`config.mk`:
```
export PLATFORM = sky130hd
export DESIGN_NAME = strm_get_unit
export DESIGN_NICKNAME = d
export VERILOG_FILES = /design/src/rtl/strm_get_pkg.sv /design/src/rtl/sg_link_sel.sv /design/src/rtl/sg_seq.sv /design/src/rtl/sg_result.sv /design/src/rtl/strm_get_unit.sv
export SDC_FILE = /design/constraint.sdc
export NUM_CORES = 1
export LEC_CHECK = 0
export BUFFER_PORTS_ARGS = -buffer_cell sky130_fd_sc_hd__clkbuf_2
export CAP_MARGIN = 20
export CELL_PAD_IN_SITES_DETAIL_PLACEMENT = 0
export CELL_PAD_IN_SITES_GLOBAL_PLACEMENT = 1
export CORE_ASPECT_RATIO = 0.6
export CORE_MARGIN = 3
export CORE_UTILIZATION = 37
export CTS_BUF_LIST = sky130_fd_sc_hd__clkbuf_2 sky130_fd_sc_hd__clkbuf_4 sky130_fd_sc_hd__clkbuf_8
export DETAILED_ROUTE_END_ITERATION = 8
export PLACE_DENSITY = 0.79
export RECOVER_POWER = 50
export SYNTH_ARGS = -nofsm -noshare
export SYNTH_HDL_FRONTEND = slang
export SYNTH_HIERARCHICAL = 1
export SYNTH_SLANG_ARGS = --single-unit
```
`constraint.sdc`:
```
create_clock -name clk -period 3.6 [get_ports clk]
set_clock_uncertainty 0.15 [all_clocks]
set_input_delay 0.18 -clock clk [delete_from_list [all_inputs] [get_ports clk]]
set_output_delay 0.18 -clock clk [all_outputs]
set_load 0.03 [all_outputs]
```
`src/rtl/strm_get_pkg.sv`:
```
package strm_get_pkg;

  localparam logic [4:0] CAUSE_STREAM = 5'b00000;
  localparam logic [4:0] CAUSE_PRIV   = 5'b00111;

  // latched command: order here fixes the packed concatenation in the top
  typedef struct packed {
    logic [3:0] idx;
    logic       nb;
    logic       ctl;
    logic       exc_en;
    logic       test;
    logic       atom;
    logic       user;
  } cmd_t;

  typedef enum logic [1:0] {
    S_IDLE = 2'd0,
    S_WAIT = 2'd1,
    S_HOLD = 2'd2
  } seq_state_t;

endpackage

```
`src/rtl/sg_link_sel.sv`:
```
module sg_link_sel #(
  parameter int LINKS = 4,
  parameter int DW    = 32
) (
  input  logic [3:0]          idx,
  input  logic [LINKS*DW-1:0] tdata,
  input  logic [LINKS-1:0]    tvalid,
  input  logic [LINKS-1:0]    tlast,
  output logic [LINKS-1:0]    onehot,
  output logic                vld,
  output logic                last,
  output logic [DW-1:0]       data
);

  logic in_range;
  assign in_range = (int'(idx) < LINKS);

  // out-of-range index falls back to link 0
  for (genvar g = 0; g < LINKS; g++) begin : g_dec
    assign onehot[g] = in_range ? (int'(idx) == g) : (g == 0);
  end

  always_comb begin
    data = '0;
    for (int k = 0; k < LINKS; k++) begin
      if (onehot[k]) data = data | tdata[k*DW +: DW];
    end
  end

  assign vld  = |(tvalid & onehot);
  assign last = |(tlast & onehot);

endmodule

```
`src/rtl/sg_seq.sv`:
```
module sg_seq
  import strm_get_pkg::*;
#(
  parameter bit AREA_OPT = 1'b0
) (
  input  logic clk,
  input  logic rst_n,
  input  logic start,
  input  logic go,
  output logic busy,
  output logic acc,
  output logic pub,
  output logic done
);

  seq_state_t st, st_n;

  assign busy = (st != S_IDLE);
  assign acc  = (st == S_WAIT) && go;
  assign pub  = AREA_OPT ? (st == S_HOLD) : acc;

  always_comb begin
    st_n = st;
    case (st)
      S_IDLE:  if (start) st_n = S_WAIT;
      S_WAIT:  if (go) st_n = AREA_OPT ? S_HOLD : S_IDLE;
      S_HOLD:  st_n = S_IDLE;
      default: st_n = S_IDLE;
    endcase
  end

  always_ff @(posedge clk or negedge rst_n) begin
    if (!rst_n) begin
      st   <= S_IDLE;
      done <= 1'b0;
    end else begin
      st   <= st_n;
      done <= pub;
    end
  end

endmodule

```
`src/rtl/sg_result.sv`:
```
module sg_result #(
  parameter int DW       = 32,
  parameter bit AREA_OPT = 1'b0
) (
  input  logic          clk,
  input  logic          rst_n,
  input  logic          acc,
  input  logic          pub,
  input  logic          err_clr,
  input  logic          i_wr,
  input  logic          i_exc,
  input  logic [4:0]    i_cause,
  input  logic          i_link_upd,
  input  logic [3:0]    i_link,
  input  logic          i_carry_upd,
  input  logic          i_carry,
  input  logic          i_err_set,
  input  logic          i_atom,
  input  logic [DW-1:0] i_data,
  output logic          rd_we,
  output logic [DW-1:0] rd_data,
  output logic          carry,
  output logic          strm_err,
  output logic          exc,
  output logic [4:0]    exc_cause,
  output logic [3:0]    exc_link,
  output logic [DW-1:0] exc_data,
  output logic          atomic_hold
);

  localparam int BW = DW + 16;

  logic [BW-1:0] in_v, st_v;
  logic          s_wr, s_exc, s_lupd, s_cupd, s_cval, s_eset, s_atom;
  logic [4:0]    s_cause;
  logic [3:0]    s_link;
  logic [DW-1:0] s_data;

  assign in_v = {i_wr, i_exc, i_cause, i_link_upd, i_link, i_carry_upd,
                 i_carry, i_err_set, i_atom, i_data};

  if (AREA_OPT) begin : g_stage
    always_ff @(posedge clk or negedge rst_n) begin
      if (!rst_n)   st_v <= '0;
      else if (acc) st_v <= in_v;
    end
  end else begin : g_pass
    assign st_v = in_v;
  end

  assign {s_wr, s_exc, s_cause, s_lupd, s_link, s_cupd,
          s_cval, s_eset, s_atom, s_data} = st_v;

  always_ff @(posedge clk or negedge rst_n) begin
    if (!rst_n) begin
      rd_we       <= 1'b0;
      rd_data     <= '0;
      carry       <= 1'b0;
      exc         <= 1'b0;
      exc_cause   <= '0;
      exc_link    <= '0;
      exc_data    <= '0;
      atomic_hold <= 1'b0;
    end else if (pub) begin
      rd_we       <= s_wr;
      exc         <= s_exc;
      atomic_hold <= s_atom;
      if (s_wr)   rd_data   <= s_data;
      if (s_exc)  exc_cause <= s_cause;
      if (s_cupd) carry     <= s_cval;
      if (s_lupd) begin
        exc_link <= s_link;
        exc_data <= s_data;
      end
    end
  end

  // sticky flag: a new mismatch wins over a clear in the same cycle
  always_ff @(posedge clk or negedge rst_n) begin
    if (!rst_n)               strm_err <= 1'b0;
    else if (pub && s_eset)   strm_err <= 1'b1;
    else if (err_clr)         strm_err <= 1'b0;
  end

endmodule

```
`src/rtl/strm_get_unit.sv`:
```
module strm_get_unit
  import strm_get_pkg::*;
#(
  parameter int LINKS    = 4,
  parameter int DW       = 32,
  parameter bit AREA_OPT = 1'b0,
  parameter bit EXC_EN   = 1'b1,
  parameter bit PRIV_EN  = 1'b1
) (
  input  logic                clk,
  input  logic                rst_n,
  input  logic                start,
  input  logic [3:0]          idx,
  input  logic                mode_n,
  input  logic                mode_c,
  input  logic                mode_e,
  input  logic                mode_t,
  input  logic                mode_a,
  input  logic                user_mode,
  input  logic                err_clr,
  input  logic [LINKS*DW-1:0] s_tdata,
  input  logic [LINKS-1:0]    s_tvalid,
  input  logic [LINKS-1:0]    s_tlast,
  output logic [LINKS-1:0]    s_tready,
  output logic                busy,
  output logic                done,
  output logic                rd_we,
  output logic [DW-1:0]       rd_data,
  output logic                carry,
  output logic                strm_err,
  output logic                exc,
  output logic [4:0]          exc_cause,
  output logic [3:0]          exc_link,
  output logic [DW-1:0]       exc_data,
  output logic                atomic_hold
);

  cmd_t            cmd_q;
  logic [LINKS-1:0] sel_oh;
  logic            sel_vld, sel_last;
  logic [DW-1:0]   sel_data;
  logic            acc, pub, go;
  logic            priv, mism, xc_strm;

  // command is captured only when idle; a start while busy is dropped
  always_ff @(posedge clk or negedge rst_n) begin
    if (!rst_n)               cmd_q <= '0;
    else if (start && !busy)  cmd_q <= {idx, mode_n, mode_c, mode_e,
                                        mode_t, mode_a, user_mode};
  end

  sg_link_sel #(.LINKS(LINKS), .DW(DW)) u_sel (
    .idx    (cmd_q.idx),
    .tdata  (s_tdata),
    .tvalid (s_tvalid),
    .tlast  (s_tlast),
    .onehot (sel_oh),
    .vld    (sel_vld),
    .last   (sel_last),
    .data   (sel_data)
  );

  assign priv    = PRIV_EN && cmd_q.user;
  assign go      = priv || cmd_q.nb || sel_vld;
  assign mism    = sel_vld && (sel_last != cmd_q.ctl);
  assign xc_strm = EXC_EN && cmd_q.exc_en && mism && !priv;

  sg_seq #(.AREA_OPT(AREA_OPT)) u_seq (
    .clk   (clk),
    .rst_n (rst_n),
    .start (start),
    .go    (go),
    .busy  (busy),
    .acc   (acc),
    .pub   (pub),
    .done  (done)
  );

  assign s_tready = (acc && sel_vld && !cmd_q.test && !priv) ? sel_oh : '0;

  sg_result #(.DW(DW), .AREA_OPT(AREA_OPT)) u_res (
    .clk         (clk),
    .rst_n       (rst_n),
    .acc         (acc),
    .pub         (pub),
    .err_clr     (err_clr),
    .i_wr        (!priv && !xc_strm),
    .i_exc       (priv || xc_strm),
    .i_cause     (priv ? CAUSE_PRIV : CAUSE_STREAM),
    .i_link_upd  (xc_strm),
    .i_link      (cmd_q.idx),
    .i_carry_upd (!priv && cmd_q.nb),
    .i_carry     (!sel_vld),
    .i_err_set   (!priv && mism),
    .i_atom      (cmd_q.atom),
    .i_data      (sel_data),
    .rd_we       (rd_we),
    .rd_data     (rd_data),
    .carry       (carry),
    .strm_err    (strm_err),
    .exc         (exc),
    .exc_cause   (exc_cause),
    .exc_link    (exc_link),
    .exc_data    (exc_data),
    .atomic_hold (atomic_hold)
  );

endmodule

```
# ---- Word-level counts from Yosys, hierarchy flattened
# Cells that the tools add are included.
dict set report classes {
  order_cmp 1
  eq_ne 7
  n_mux 15
  bitwise 5
  n_reduce_logical 31
}
# operator n
set op_table {}
lappend op_table {{32-bit 2-to-1 mux} 4}
lappend op_table {{32-bit OR} 3}
lappend op_table {{1-bit logical AND} 12}
lappend op_table {{2-bit AND reduction} 5}
lappend op_table {{4-bit AND} 2}
lappend op_table {{4-bit by 3-bit == test with 1-bit output (second input constant)} 2}
lappend op_table {{4-bit OR reduction} 2}
lappend op_table {{1-bit 2-to-1 mux} 6}
lappend op_table {{1-bit logical NOT} 5}
lappend op_table {{4-bit by 2-bit == test with 1-bit output (second input constant)} 1}
lappend op_table {{4-bit logical NOT} 1}
lappend op_table {{4-bit by 3-bit < comparator with 1-bit output (second input constant)} 1}
lappend op_table {{2-bit 2-to-1 mux} 2}
lappend op_table {{4-bit 2-to-1 mux} 1}
lappend op_table {{2-bit case mux with 2 select lines} 1}
lappend op_table {{2-bit nonzero test} 2}
lappend op_table {{1-bit logical OR} 3}
lappend op_table {{3-bit 2-to-1 mux} 1}
lappend op_table {{2-bit by 1-bit == test with 1-bit output (second input constant)} 1}
lappend op_table {{2-bit logical NOT} 1}
lappend op_table {{2-bit by 1-bit inequality test with 1-bit output (second input constant)} 1}
lappend op_table {{2-bit inequality test (second input constant)} 1}
lappend op_table {{1-bit inequality test} 1}
dict set report totals {
  ff_bits 91
  inputBits 150
  wordCells 77
}

# ---- Longest topological paths before layout
# Gate-level depths: netlist of run 1.
dict set report depth {
  word_depth 11
  depth_mapped 12
  ltp_nobuf 7
}

# ---- Modules after synthesis
# Netlist of run 1, hierarchy kept.
# mod instances cells_per_inst area_each_um2
set by_module_without_submodules {}
lappend by_module_without_submodules {sg_result 1 171 3156.8}
lappend by_module_without_submodules {sg_link_sel 1 202 1398.8}
lappend by_module_without_submodules {strm_get_unit 1 38 541.8}
lappend by_module_without_submodules {sg_seq 1 6 76.3}

# ---- Least setup slack after synthesis of run 1
# No wires, ideal clock.
dict set report synth_path {
  kind {register to register}
  start {register cmd_q[6] (netlist bit)}
  end {register u_res.exc_data[10]}
  setup_time_ns 0.125
  t_arrival_ns 2.685
  setup_slack_ns 0.640
  path_stages_with_launch 13
  synth_period_minus_slack_ns 2.960
  path_cell_list {dfrtp_1 -> buf_2 -> and4bb_1 -> buf_6 -> a221oi_1 -> o21ai_0 -> or3_1 -> and2_4 -> buf_4 -> buf_6 -> nand2_4 -> buf_6 -> mux2_4}
}
# item line
set synth_rtl {}
lappend synth_rtl {{from (decl)} strm_get_unit.sv:38} ;# cmd_t cmd_q;
lappend synth_rtl {{from (signal assigned)} strm_get_unit.sv:48} ;# else if (start && !busy) cmd_q <= {idx, mode_n, mode_c, mode_e,
lappend synth_rtl {{4-bit by 3-bit < comparator with 1-bit output, or another cell as far along} sg_link_sel.sv:16} ;# assign in_range = (int'(idx) < LINKS);
lappend synth_rtl {{1-bit 2-to-1 mux} sg_link_sel.sv:20} ;# assign onehot[g] = in_range ? (int'(idx) == g) : (g == 0);
lappend synth_rtl {{4-bit AND *} sg_link_sel.sv:30} ;# assign vld = |(tvalid & onehot);
lappend synth_rtl {{4-bit OR reduction *} sg_link_sel.sv:30}
lappend synth_rtl {{via sel_vld} strm_get_unit.sv:40} ;# logic sel_vld, sel_last;
lappend synth_rtl {{1-bit logical OR *} strm_get_unit.sv:64} ;# assign go = priv || cmd_q.nb || sel_vld;
lappend synth_rtl {{via go} strm_get_unit.sv:42} ;# logic acc, pub, go;
lappend synth_rtl {{1-bit logical AND *} sg_seq.sv:19} ;# assign acc = (st == S_WAIT) && go;
lappend synth_rtl {{via acc} strm_get_unit.sv:42}
lappend synth_rtl {{2-bit AND reduction (no line) *} --}
lappend synth_rtl {{to (signal assigned)} sg_result.sv:73} ;# exc_data <= s_data;
lappend synth_rtl {{to (decl)} sg_result.sv:27} ;# output logic [DW-1:0] exc_data,
# The timed path passes the listed nets; every way through them passes the cells marked *.
# A chain may end at the register's enable or synchronous reset.

# ---- Worst setup path after layout of run 1
dict set report layout_path {
  start {register cmd_q[8] (netlist bit)}
  end {register u_res.exc_data[26]}
}
dict set report layout_between {
  elab_chain_cells 9
}
# item line
set layout_lines {}
lappend layout_lines {{4-bit by 3-bit < comparator with 1-bit output, or another cell as far along} sg_link_sel.sv:16}
lappend layout_lines {{1-bit 2-to-1 mux} sg_link_sel.sv:20}
lappend layout_lines {{4-bit AND *} sg_link_sel.sv:31} ;# assign last = |(tlast & onehot);
lappend layout_lines {{4-bit OR reduction *} sg_link_sel.sv:31}
lappend layout_lines {{via sel_last} strm_get_unit.sv:40}
lappend layout_lines {{1-bit inequality test *} strm_get_unit.sv:65} ;# assign mism = sel_vld && (sel_last != cmd_q.ctl);
lappend layout_lines {{1-bit logical AND *} strm_get_unit.sv:65}
lappend layout_lines {{1-bit logical AND * (2 in series)} strm_get_unit.sv:66} ;# assign xc_strm = EXC_EN && cmd_q.exc_en && mism && !priv;
lappend layout_lines {{via xc_strm} strm_get_unit.sv:43} ;# logic priv, mism, xc_strm;
lappend layout_lines {{2-bit AND reduction (no line) *} --}
# Marked as above.

==> results of run 1 <==
## final cells by class
type	instances	share of cell area
clock buffer	11	0.02267
clock inverter	5	0.009181
inverter	4	0.002248
multi-input combinational	289	0.3910
sequential	90	0.3378
tap	187	0.03504
timing repair buffer	263	0.2020
## registers in the layout, indices dropped and copies added (netlist names)
register / count
u_res/exc: 1
priv: 1
u_res/carry: 1
u_res/atomic_hold: 1
u_res/exc_cause: 5
u_res/rd_we: 1
u_res/rd_data: 32
u_res/strm_err: 1
u_seq/done: 1
u_seq/st: 1
u_res/exc_link: 4
cmd_q: 9
u_res/exc_data: 32
## cells by family (layout without fill, tap and decap cells)
| logic type | count (synthesis) | count (layout) |
|---|---|---|
| xor gates and xnor gates | 2 | 2 |
| and+or+nand+nor | 58 | 58 |
| muxes | 85 | 85 |
| DFF | 90 | 90 |
| AOI/OAI and AO/OA | 142 | 142 |
| buffers and inverters | 39 | 283 |
| other | 1 | 2 |
## Yosys cell counts (9+ instances only)
library cell,n
mux2_2,16
o21a_1,34
mux2_4,69
clkbuf_1,12
nor2b_1,36
a21oi_1,34
buf_6,14
o21ai_1,15
o21ai_0,23
a221oi_1,25
a221oi_2,9
dfrtp_1,90
## per-layer routing
| layer | up-vias | part of all wire | global-route usage |
|---|---|---|---|
| met4 | 0 | 0.0062 | 0.03239 |
| met3 | 10 | 0.078 | 0.06053 |
| met1 | 2147 | 0.46 | 0.2855 |
| met5 | - | 0 | 0 |
| met2 | 196 | 0.46 | 0.3402 |
| li1 | 2013 | - | - |
## metrics by stage
stage	total power, mW	cells	worst slack (ns)	cell area (µm²)
floorplan	4.862	418	0.6401	5177
global placement	5.874	820	0.5443	6464
detailed placement	5.963	820	0.3993	6464
CTS	6.719	849	0.3321	6807
global route	6.956	849	0.09182	6678
finish	6.531	849	0.3749	6678
## worst min-delay path, stage by stage
cell      delay (ns)
clkbuf_2        0.08
a221oi_1        0.07
o21ai_1         0.09
mux2_4          0.15
## repair_timing
action	CTS	global route
setup endpoints to repair	0	0
hold buffers	13	0
hold endpoints to repair	89	0
## power groups by stage
stage               sequential [mW]  combinational [mW]  clock (mW)
floorplan                      2.68                2.18           0
global placement               1.98                3.90           0
detailed placement             1.99                3.98           0
CTS                            1.98                3.99       0.748
global route                   2.04                4.13       0.787
finish                         1.97                3.84       0.722
## worst paths after layout
kind                                               start                              to  slack [ns]  depth (start not counted)
hold / removal                               s_tdata[35]    u_res/rd_data[3]$_DFFE_PN0P_        0.09                          4
hold reg to reg            u_res/rd_data[27]$_DFFE_PN0P_   u_res/rd_data[27]$_DFFE_PN0P_        0.36                          1
max in group asynchronous                          rst_n            cmd_q[8]$_DFFE_PN0P_        1.26                          2
setup reg to reg                    cmd_q[8]$_DFFE_PN0P_  u_res/exc_data[26]$_DFFE_PN0P_        0.37                          9
min in group asynchronous                          rst_n  u_res/exc_data[25]$_DFFE_PN0P_        0.78                          2
setup / recovery                    cmd_q[8]$_DFFE_PN0P_  u_res/exc_data[26]$_DFFE_PN0P_        0.37                          9
==> flow_metrics.env, run 1 <==
export IMPL_status="finished, violations left"
export IMPL_violations="capacitance limit, slew limit"
export IMPL_start_kind="flop"
export IMPL_seqCellArea_um2=2256
export IMPL_numCtsBuffers=9
export IMPL_grt_setup_unrepaired="false"
export IMPL_cts_sinks=90
export IMPL_ys_seq_area_frac=0.4353
export IMPL_drive_above_1_share=0.4381
export IMPL_rows=32
export IMPL_hold_path_class="in2reg"
export IMPL_chipWidth_um=158.7
export IMPL_drv_slew=79
export IMPL_final_util=0.5039
export IMPL_synth_xor_area_share=0.003386
export IMPL_synth_simple_area_share=0.07956
export IMPL_initialDrtViolationCount=181
export IMPL_setup_viol=0
export IMPL_wirelength_um=16510
export IMPL_dominantRegCellSynth="dfrtp_1"
export IMPL_post_cts_setup_buffers=0
export IMPL_finalNetCount=807
export IMPL_dieHeight_um=97.60
export IMPL_via_per_inst=5.143
export IMPL_fill_cells=1266
export IMPL_clkPwrFrac=0.111
export IMPL_vdd_ir_drop_max_uv=398.2
export IMPL_io_pin_count=234
export IMPL_sequentialPowerShare=0.301
export IMPL_power_density_nw_per_um2=978.1
export IMPL_tightest_slew_ns=1.928
export IMPL_synth_seq_cells=90
export IMPL_worst_ep_required_time_ns=3.69
export IMPL_synthAdderAreaFrac=0
export IMPL_crit_chain="buf_4 > nor3b_4 > a21oi_1 > o21ai_0 > xnor2_1 > nor3b_1 > nand2_4 > buf_12 > mux2_4"
export IMPL_hpwl_um=12370
export IMPL_grtUsageTotal=0.2103
export IMPL_synth_compound_area_frac=0.1903
export IMPL_grt_pass1_vias=4620
export IMPL_synth_top_family_by_area="multiplexers"
export IMPL_clk_latency_ns=0.36
export IMPL_path_max_fanout=19
export IMPL_end_kind="flop"
export IMPL_synth_cell_types=34
export IMPL_htreeDepth=3
export IMPL_firstDrtPassIters=4
export IMPL_syn_area_um2=5174
export IMPL_critical_path_max_stage_delay_ns=0.54
export IMPL_min_period_ns=3.225
export IMPL_cts_tree="yes"
export IMPL_routed_via_count=4366
export IMPL_gp_congestion=0.8629
export IMPL_async_flop_share=1.000
export IMPL_arrival_ns=3.31
export IMPL_synth_mux_area_frac=0.2351
export IMPL_grt_max_degree=79
export IMPL_synth_area_leaders="dfrtp_1 (44%), mux2_4 (20%), o21a_1 (4.9%)"
export IMPL_maxCapViolCount=1
export IMPL_path_clk_slew_ns=0.09
export IMPL_holdWs_ns=0.08872
export IMPL_p_int_mw=3.453
export IMPL_cts_resized=0
export IMPL_synthCells=417
export IMPL_yosys_warnings=6
export IMPL_gr_total_overflow=0
export IMPL_avgSynthCellArea_um2=12.41
export IMPL_port_buffers=233
export IMPL_synth_edf_count=0
export IMPL_routedWlPerCell_um=19.45
export IMPL_layout_common_cells="clkbuf_2 (153), dfrtp_1 (87), clkbuf_1 (80)"
export IMPL_ant_nets=0
export IMPL_max_freq_mhz=310.1
export IMPL_drc=0
export IMPL_final_hold_viol_count=0
export IMPL_p_sw_mw=3.079
export IMPL_layout_commonest_cell="clkbuf_2"
export IMPL_critical_path_slowest_cell="dfrtp_2"
export IMPL_comb_power_share=0.588
export IMPL_sw_frac_of_total=0.4714
export IMPL_crit_type="reg2reg"
export IMPL_multi_input_area_um2=2611
export IMPL_antenna_cells=0
export IMPL_synth_top_area_frac=0.4353
export IMPL_grt_pass1_wl_um=25650
export IMPL_fin_crit_sh=0.8959
export IMPL_fin_setup_tns_ns=0
export IMPL_root_buffer="clkbuf_8"
export IMPL_leakage_nw=3.186
export IMPL_start_util=0.3904
export IMPL_die_area_um2=15480
export IMPL_antenna_found_initial=0
export IMPL_relSlewSlack=-0.2854
export IMPL_clockBufferDepth=2
export IMPL_area_growth_pct=29.07
export IMPL_coreArea_um2=13250
export IMPL_crit_buf_inv=2
export IMPL_synth_largest_area_cell="dfrtp_1"
export IMPL_cp_top_family="simple AND/OR/NAND/NOR gates"
Power figures use the tool's default switching activity.
==> run 2: changes to the inputs <==
- CORE_UTILIZATION: 37 -> 40
- PLACE_DENSITY: 0.79 -> 0.85
- SLEW_MARGIN: default -> 5
- clock period: 3.6 -> 3.75 ns (I/O delays scaled with it)
==> run 2 against run 1 <==
Compared with the run above: the flow finishes with violations (capacitance limit); power decreased by 2.4%; routed wire length increased by 0.55%; critical endpoint is now s_tready[3]; design area is 0.34% higher; die area is 7.1% lower; critical path type is now reg2out; sequential share of layout area shrank 0.13 points; clock-buffer cell count shrank 2; first-iteration DRC count rose by 59%; clock power grew 2%; critical path depth rose by 1; register-to-register slack hardly changed; combinational power is 3% lower; cell count shrank 2.7%.
==> flow_metrics.env, run 2 (same netlist as run 1, synthesis figures left out) <==
export IMPL_rows=31
export IMPL_via_per_inst=5.321
export IMPL_setup_viol=0
export IMPL_gr_total_overflow=0
export IMPL_chipWidth_um=152.8
export IMPL_end_kind="output pin"
export IMPL_status="finished, violations left"
export IMPL_crit_type="reg2out"
export IMPL_multi_input_area_um2=2638
export IMPL_firstDrtPassIters=4
export IMPL_fin_setup_tns_ns=0
export IMPL_numCtsBuffers=9
export IMPL_routedWlPerCell_um=20.10
export IMPL_total_power_mw=6.373
export IMPL_drv_slew=0
export IMPL_port_buffers=233
export IMPL_start_kind="flop"
export IMPL_hold_path_class="in2reg"
export IMPL_die_area_um2=14380
export IMPL_rr_endpoint="u_res/exc_data[22]$_DFFE_PN0P_"
export IMPL_worst_ep_required_time_ns=3.41
export IMPL_ant_nets=0
export IMPL_reg2reg_slack_ns=0.36
export IMPL_power_density_nw_per_um2=951.2
export IMPL_coreArea_um2=12330
export IMPL_htreeDepth=3
export IMPL_leakage_nw=3.234
export IMPL_area_growth_pct=29.50
export IMPL_hpwl_um=12490
export IMPL_vdd_ir_drop_max_uv=376.0
export IMPL_clockBufferDepth=2
export IMPL_final_util=0.5432
export IMPL_post_cts_setup_buffers=0
export IMPL_layout_commonest_cell="clkbuf_2"
export IMPL_antenna_found_initial=0
export IMPL_max_freq_mhz=293.1
export IMPL_crit_start="cmd_q[8]$_DFFE_PN0P_"
export IMPL_wirelength_um=16600
export IMPL_dieHeight_um=94.10
export IMPL_grt_max_degree=62
export IMPL_reg_largest_list="u_res/exc_data: 32 flops, u_res/rd_data: 32 flops, cmd_q: 9 flops"
export IMPL_fill_cells=1146
export IMPL_drive_above_1_share=0.4508
export IMPL_min_period_ns=3.412
export IMPL_root_buffer="clkbuf_8"
export IMPL_path_clk_slew_ns=0.09
export IMPL_reg2regPathDepth=9
export IMPL_start_util=0.4195
export IMPL_io_pin_count=234
export IMPL_seqCellArea_um2=2255
export IMPL_grtUsageTotal=0.2260
export IMPL_grt_setup_unrepaired="false"
export IMPL_crit_end="s_tready[3]"
export IMPL_violations="capacitance limit"
export IMPL_antenna_cells=0
export IMPL_tightest_slew_ns=1.493
export IMPL_maxCapViolCount=1
export IMPL_clk_latency_ns=0.36
export IMPL_cts_tree="yes"
export IMPL_routed_via_count=4395
export IMPL_path_max_fanout=20
export IMPL_arrival_ns=3.07
export IMPL_finalNetCount=806
export IMPL_initialDrtViolationCount=288
export IMPL_r2r_start="cmd_q[7]$_DFFE_PN0P_"
export IMPL_layout_common_cells="clkbuf_2 (161), dfrtp_1 (88), clkbuf_1 (72)"
export IMPL_gp_congestion=0.9457
export IMPL_drc=0
export IMPL_grt_pass1_wl_um=25380
export IMPL_cts_sinks=90
export IMPL_fin_crit_sh=0.9099
export IMPL_final_hold_viol_count=0
export IMPL_grt_pass1_vias=4536
export IMPL_relSlewSlack=0.004978
export IMPL_min_delay_start="s_tdata[115]"
-- run 2: area by class of cell --
cell class / count / share of cell area
clock inverters: 7 / 0.01475
inverters: 4 / 0.002241
multi-input cells: 289 / 0.3937
flip-flops and latches: 90 / 0.3365
clock buffers: 9 / 0.01849
repair buffers: 262 / 0.2035
well taps: 165 / 0.03081
-- run 2: critical path: stages, from the launching register on --
cell and delay (ns):
dfrtp_2 0.47, buf_4 0.34, nor4b_4 0.11, a221oi_1 0.30
o21ai_0 0.14, buf_4 0.17, or3_1 0.36, and2_4 0.22
and4bb_1 0.25, and2_1 0.17, clkbuf_2 0.18
-- run 2: worst min-delay path by stage --
stage / endpoint / slack (ns) / cells past startpoint
floorplan: cmd_q[1]$_DFFE_PN0P_ / -0.26 / 0
global placement: u_res/rd_data[17]$_DFFE_PN0P_ / 0.14 / 1
detailed placement: u_res/rd_data[20]$_DFFE_PN0P_ / 0.16 / 1
CTS: u_res/exc_data[25]$_DFFE_PN0P_ / 0.07 / 4
global route: u_res/exc_data[25]$_DFFE_PN0P_ / 0.09 / 4
finish: u_res/rd_data[19]$_DFFE_PN0P_ / 0.09 / 4
-- run 2: metrics by stage --
| step | std cells | hold WS (ns) | area [µm²] | setup slack [ns] |
|---|---|---|---|---|
| 4_1_cts | 826 | 0.07025 | 6793 | 0.3187 |
| 5_1_grt | 826 | 0.09145 | 6700 | 0.1447 |
| 2_1_floorplan | 418 | -0.2581 | 5177 | 0.7901 |
| 6_report | 826 | 0.09152 | 6700 | 0.3379 |
| 3_5_place_dp | 797 | 0.1574 | 6440 | 0.4369 |
| 3_3_place_gp | 797 | 0.1435 | 6440 | 0.5282 |
-- run 2: power breakdown --
group | internal, mW | switching [mW]
Sequential | 1.46 | 0.432
Clock | 0.380 | 0.360
Combinational | 1.54 | 2.20
Total | 3.39 | 2.99
-- run 2: what timing repair did --
item,in CTS,in global routing
hold buffers,13,0
gates resized for setup,0,0
endpoints found under the hold margin,72,0
endpoints found under the setup margin,0,0
-- run 2: per-layer routing --
metal	up-vias	share of wire	track usage
li1	2016	-	-
met1	2125	0.45	0.3010
met2	239	0.45	0.3529
met3	15	0.096	0.08790
met4	0	0.0099	0.04522
met5	-	0	0
==> run 3: changes to the inputs <==
- CORE_ASPECT_RATIO: 0.6 -> default
==> run 3 against run 2 <==
Compared with the run above: the run ends with capacitance limit, slew limit left; non-clock buffer count is 3 lower; clock power shrank 21%; worst hold slack got worse by 0.010 ns; routed wire length down 6.8%; flip-flop and latch count stayed put; power decreased by 3.2%; critical endpoint is now u_res/exc_data[19]$_DFFE_PN0P_.
==> flow_metrics.env, run 3 (same netlist as run 1, synthesis figures left out) <==
export IMPL_drv_slew=34
export IMPL_end_kind="flop"
export IMPL_final_hold_viol_count=0
export IMPL_via_per_inst=5.302
export IMPL_start_util=0.4202
export IMPL_io_pin_count=234
export IMPL_initialDrtViolationCount=206
export IMPL_port_buffers=233
export IMPL_maxCapViolCount=1
export IMPL_tightest_slew_ns=1.924
export IMPL_fin_crit_sh=0.9350
export IMPL_cts_sinks=90
export IMPL_hold_path_class="in2reg"
export IMPL_numCtsBuffers=9
export IMPL_drive_above_1_share=0.4916
export IMPL_relSlewSlack=-0.2830
export IMPL_ant_nets=0
export IMPL_htreeDepth=3
export IMPL_crit_type="reg2reg"
export IMPL_grtUsageTotal=0.2148
export IMPL_root_buffer="clkbuf_8"
export IMPL_antenna_cells=0
export IMPL_grt_pass1_wl_um=24430
export IMPL_firstDrtPassIters=4
export IMPL_start_kind="flop"
export IMPL_grt_max_degree=91
export IMPL_gr_total_overflow=0
export IMPL_dieHeight_um=119.7
export IMPL_path_clk_slew_ns=0.09
export IMPL_rows=40
export IMPL_cts_tree="yes"
export IMPL_routed_via_count=4374
export IMPL_antenna_found_initial=0
export IMPL_hpwl_um=11360
export IMPL_routedWlPerCell_um=18.76
export IMPL_clk_latency_ns=0.36
export IMPL_grt_setup_unrepaired="false"
export IMPL_max_freq_mhz=285.2
export IMPL_vdd_ir_drop_max_uv=470.2
export IMPL_wirelength_um=15480
export IMPL_min_period_ns=3.506
export IMPL_grt_pass1_vias=4716
export IMPL_cts_resized=0
export IMPL_setup_viol=0
export IMPL_path_max_fanout=36
export IMPL_chipWidth_um=119.7
export IMPL_leakage_nw=3.278
export IMPL_area_growth_pct=28.37
export IMPL_coreArea_um2=12310
export IMPL_reg_largest_list="u_res/exc_data: 32 flops, u_res/rd_data: 32 flops, cmd_q: 9 flops"
export IMPL_r2r_start="cmd_q[8]$_DFFE_PN0P_"
export IMPL_cts_hold_buf=13
export IMPL_clockBufferDepth=2
export IMPL_gp_congestion=0.7996
export IMPL_die_area_um2=14340
export IMPL_layout_commonest_cell="clkbuf_2"
export IMPL_fill_cells=1140
export IMPL_worst_ep_required_time_ns=3.84
export IMPL_drc=0
export IMPL_fin_setup_tns_ns=0
export IMPL_min_delay_start="s_tdata[60]"
export IMPL_status="finished, violations left"
export IMPL_finalNetCount=803
export IMPL_post_cts_setup_buffers=0
export IMPL_total_power_mw=6.168
export IMPL_crit_start="cmd_q[8]$_DFFE_PN0P_"
export IMPL_violations="capacitance limit, slew limit"
export IMPL_arrival_ns=3.60
export IMPL_power_density_nw_per_um2=928.7
export IMPL_layout_common_cells="clkbuf_2 (190), dfrtp_1 (88), mux2_4 (69)"
[run 3: metal layers]
| layer | up-vias | GRT usage | routed length [µm] |
|---|---|---|---|
| met2 | 196 | 0.3545 | 7392 |
| met4 | 0 | 0.08948 | 350 |
| met5 | - | 0 | 0 |
| li1 | 2004 | - | - |
| met3 | 21 | 0.04477 | 1041 |
| met1 | 2153 | 0.2748 | 6698 |
[run 3: report_power, final]
group / switching [mW] / leakage, nW / internal (mW) / total, mW
combinational: 2.16 / 2.11 / 1.55 / 3.71
clock: 0.330 / 0.0865 / 0.258 / 0.588
sequential: 0.411 / 1.08 / 1.46 / 1.87
total: 2.90 / 3.28 / 3.27 / 6.17
[run 3: layout make-up]
type | instances | area [µm²] | area share
Clock buffer | 12 | 146.4 | 0.02204
Clock inverter | 3 | 17.52 | 0.002638
Inverter | 4 | 15.01 | 0.002261
Multi-Input combinational cell | 289 | 2638 | 0.3971
Sequential cell | 90 | 2255 | 0.3395
Tap cell | 168 | 210.2 | 0.03165
Timing Repair Buffer | 259 | 1360 | 0.2048
[run 3: path summary, 6_finish.rpt]
| kind | cells past startpoint | slack (ns) | end |
|---|---|---|---|
| max in group asynchronous | 2 | 1.46 | cmd_q[8]$_DFFE_PN0P_ |
| min in group asynchronous | 2 | 0.75 | u_res/rd_data[26]$_DFFE_PN0P_ |
| setup / recovery | 8 | 0.24 | u_res/exc_data[19]$_DFFE_PN0P_ |
| hold reg to reg | 1 | 0.36 | u_res/exc_data[3]$_DFFE_PN0P_ |
| setup reg to reg | 8 | 0.24 | u_res/exc_data[19]$_DFFE_PN0P_ |
| hold / removal | 4 | 0.08 | u_res/exc_data[28]$_DFFE_PN0P_ |
[run 3: critical path, cell delays in order (launching register included)]
cell,delay [ns]
dfrtp_2,0.66
and4bb_2,0.32
buf_4,0.22
a221oi_1,0.24
o21ai_0,0.21
xnor2_1,0.19
nor3b_1,0.44
nand2_4,0.48
mux2_4,0.45
[run 3: per-stage QoR]
step                      setup WS [ns]  area [µm²]  hold WS (ns)  utilization  cells
after detailed placement         0.3160        6376        0.2488       0.5179    796
final                            0.2437        6641       0.08133       0.5394    825
after CTS                        0.2677        6670       0.05709       0.5418    824
after global placement           0.4577        6376        0.2250       0.5179    796
after floorplan                  0.7901        5177       -0.2581            -    418
after global routing            0.01823        6641       0.08231       0.5394    825
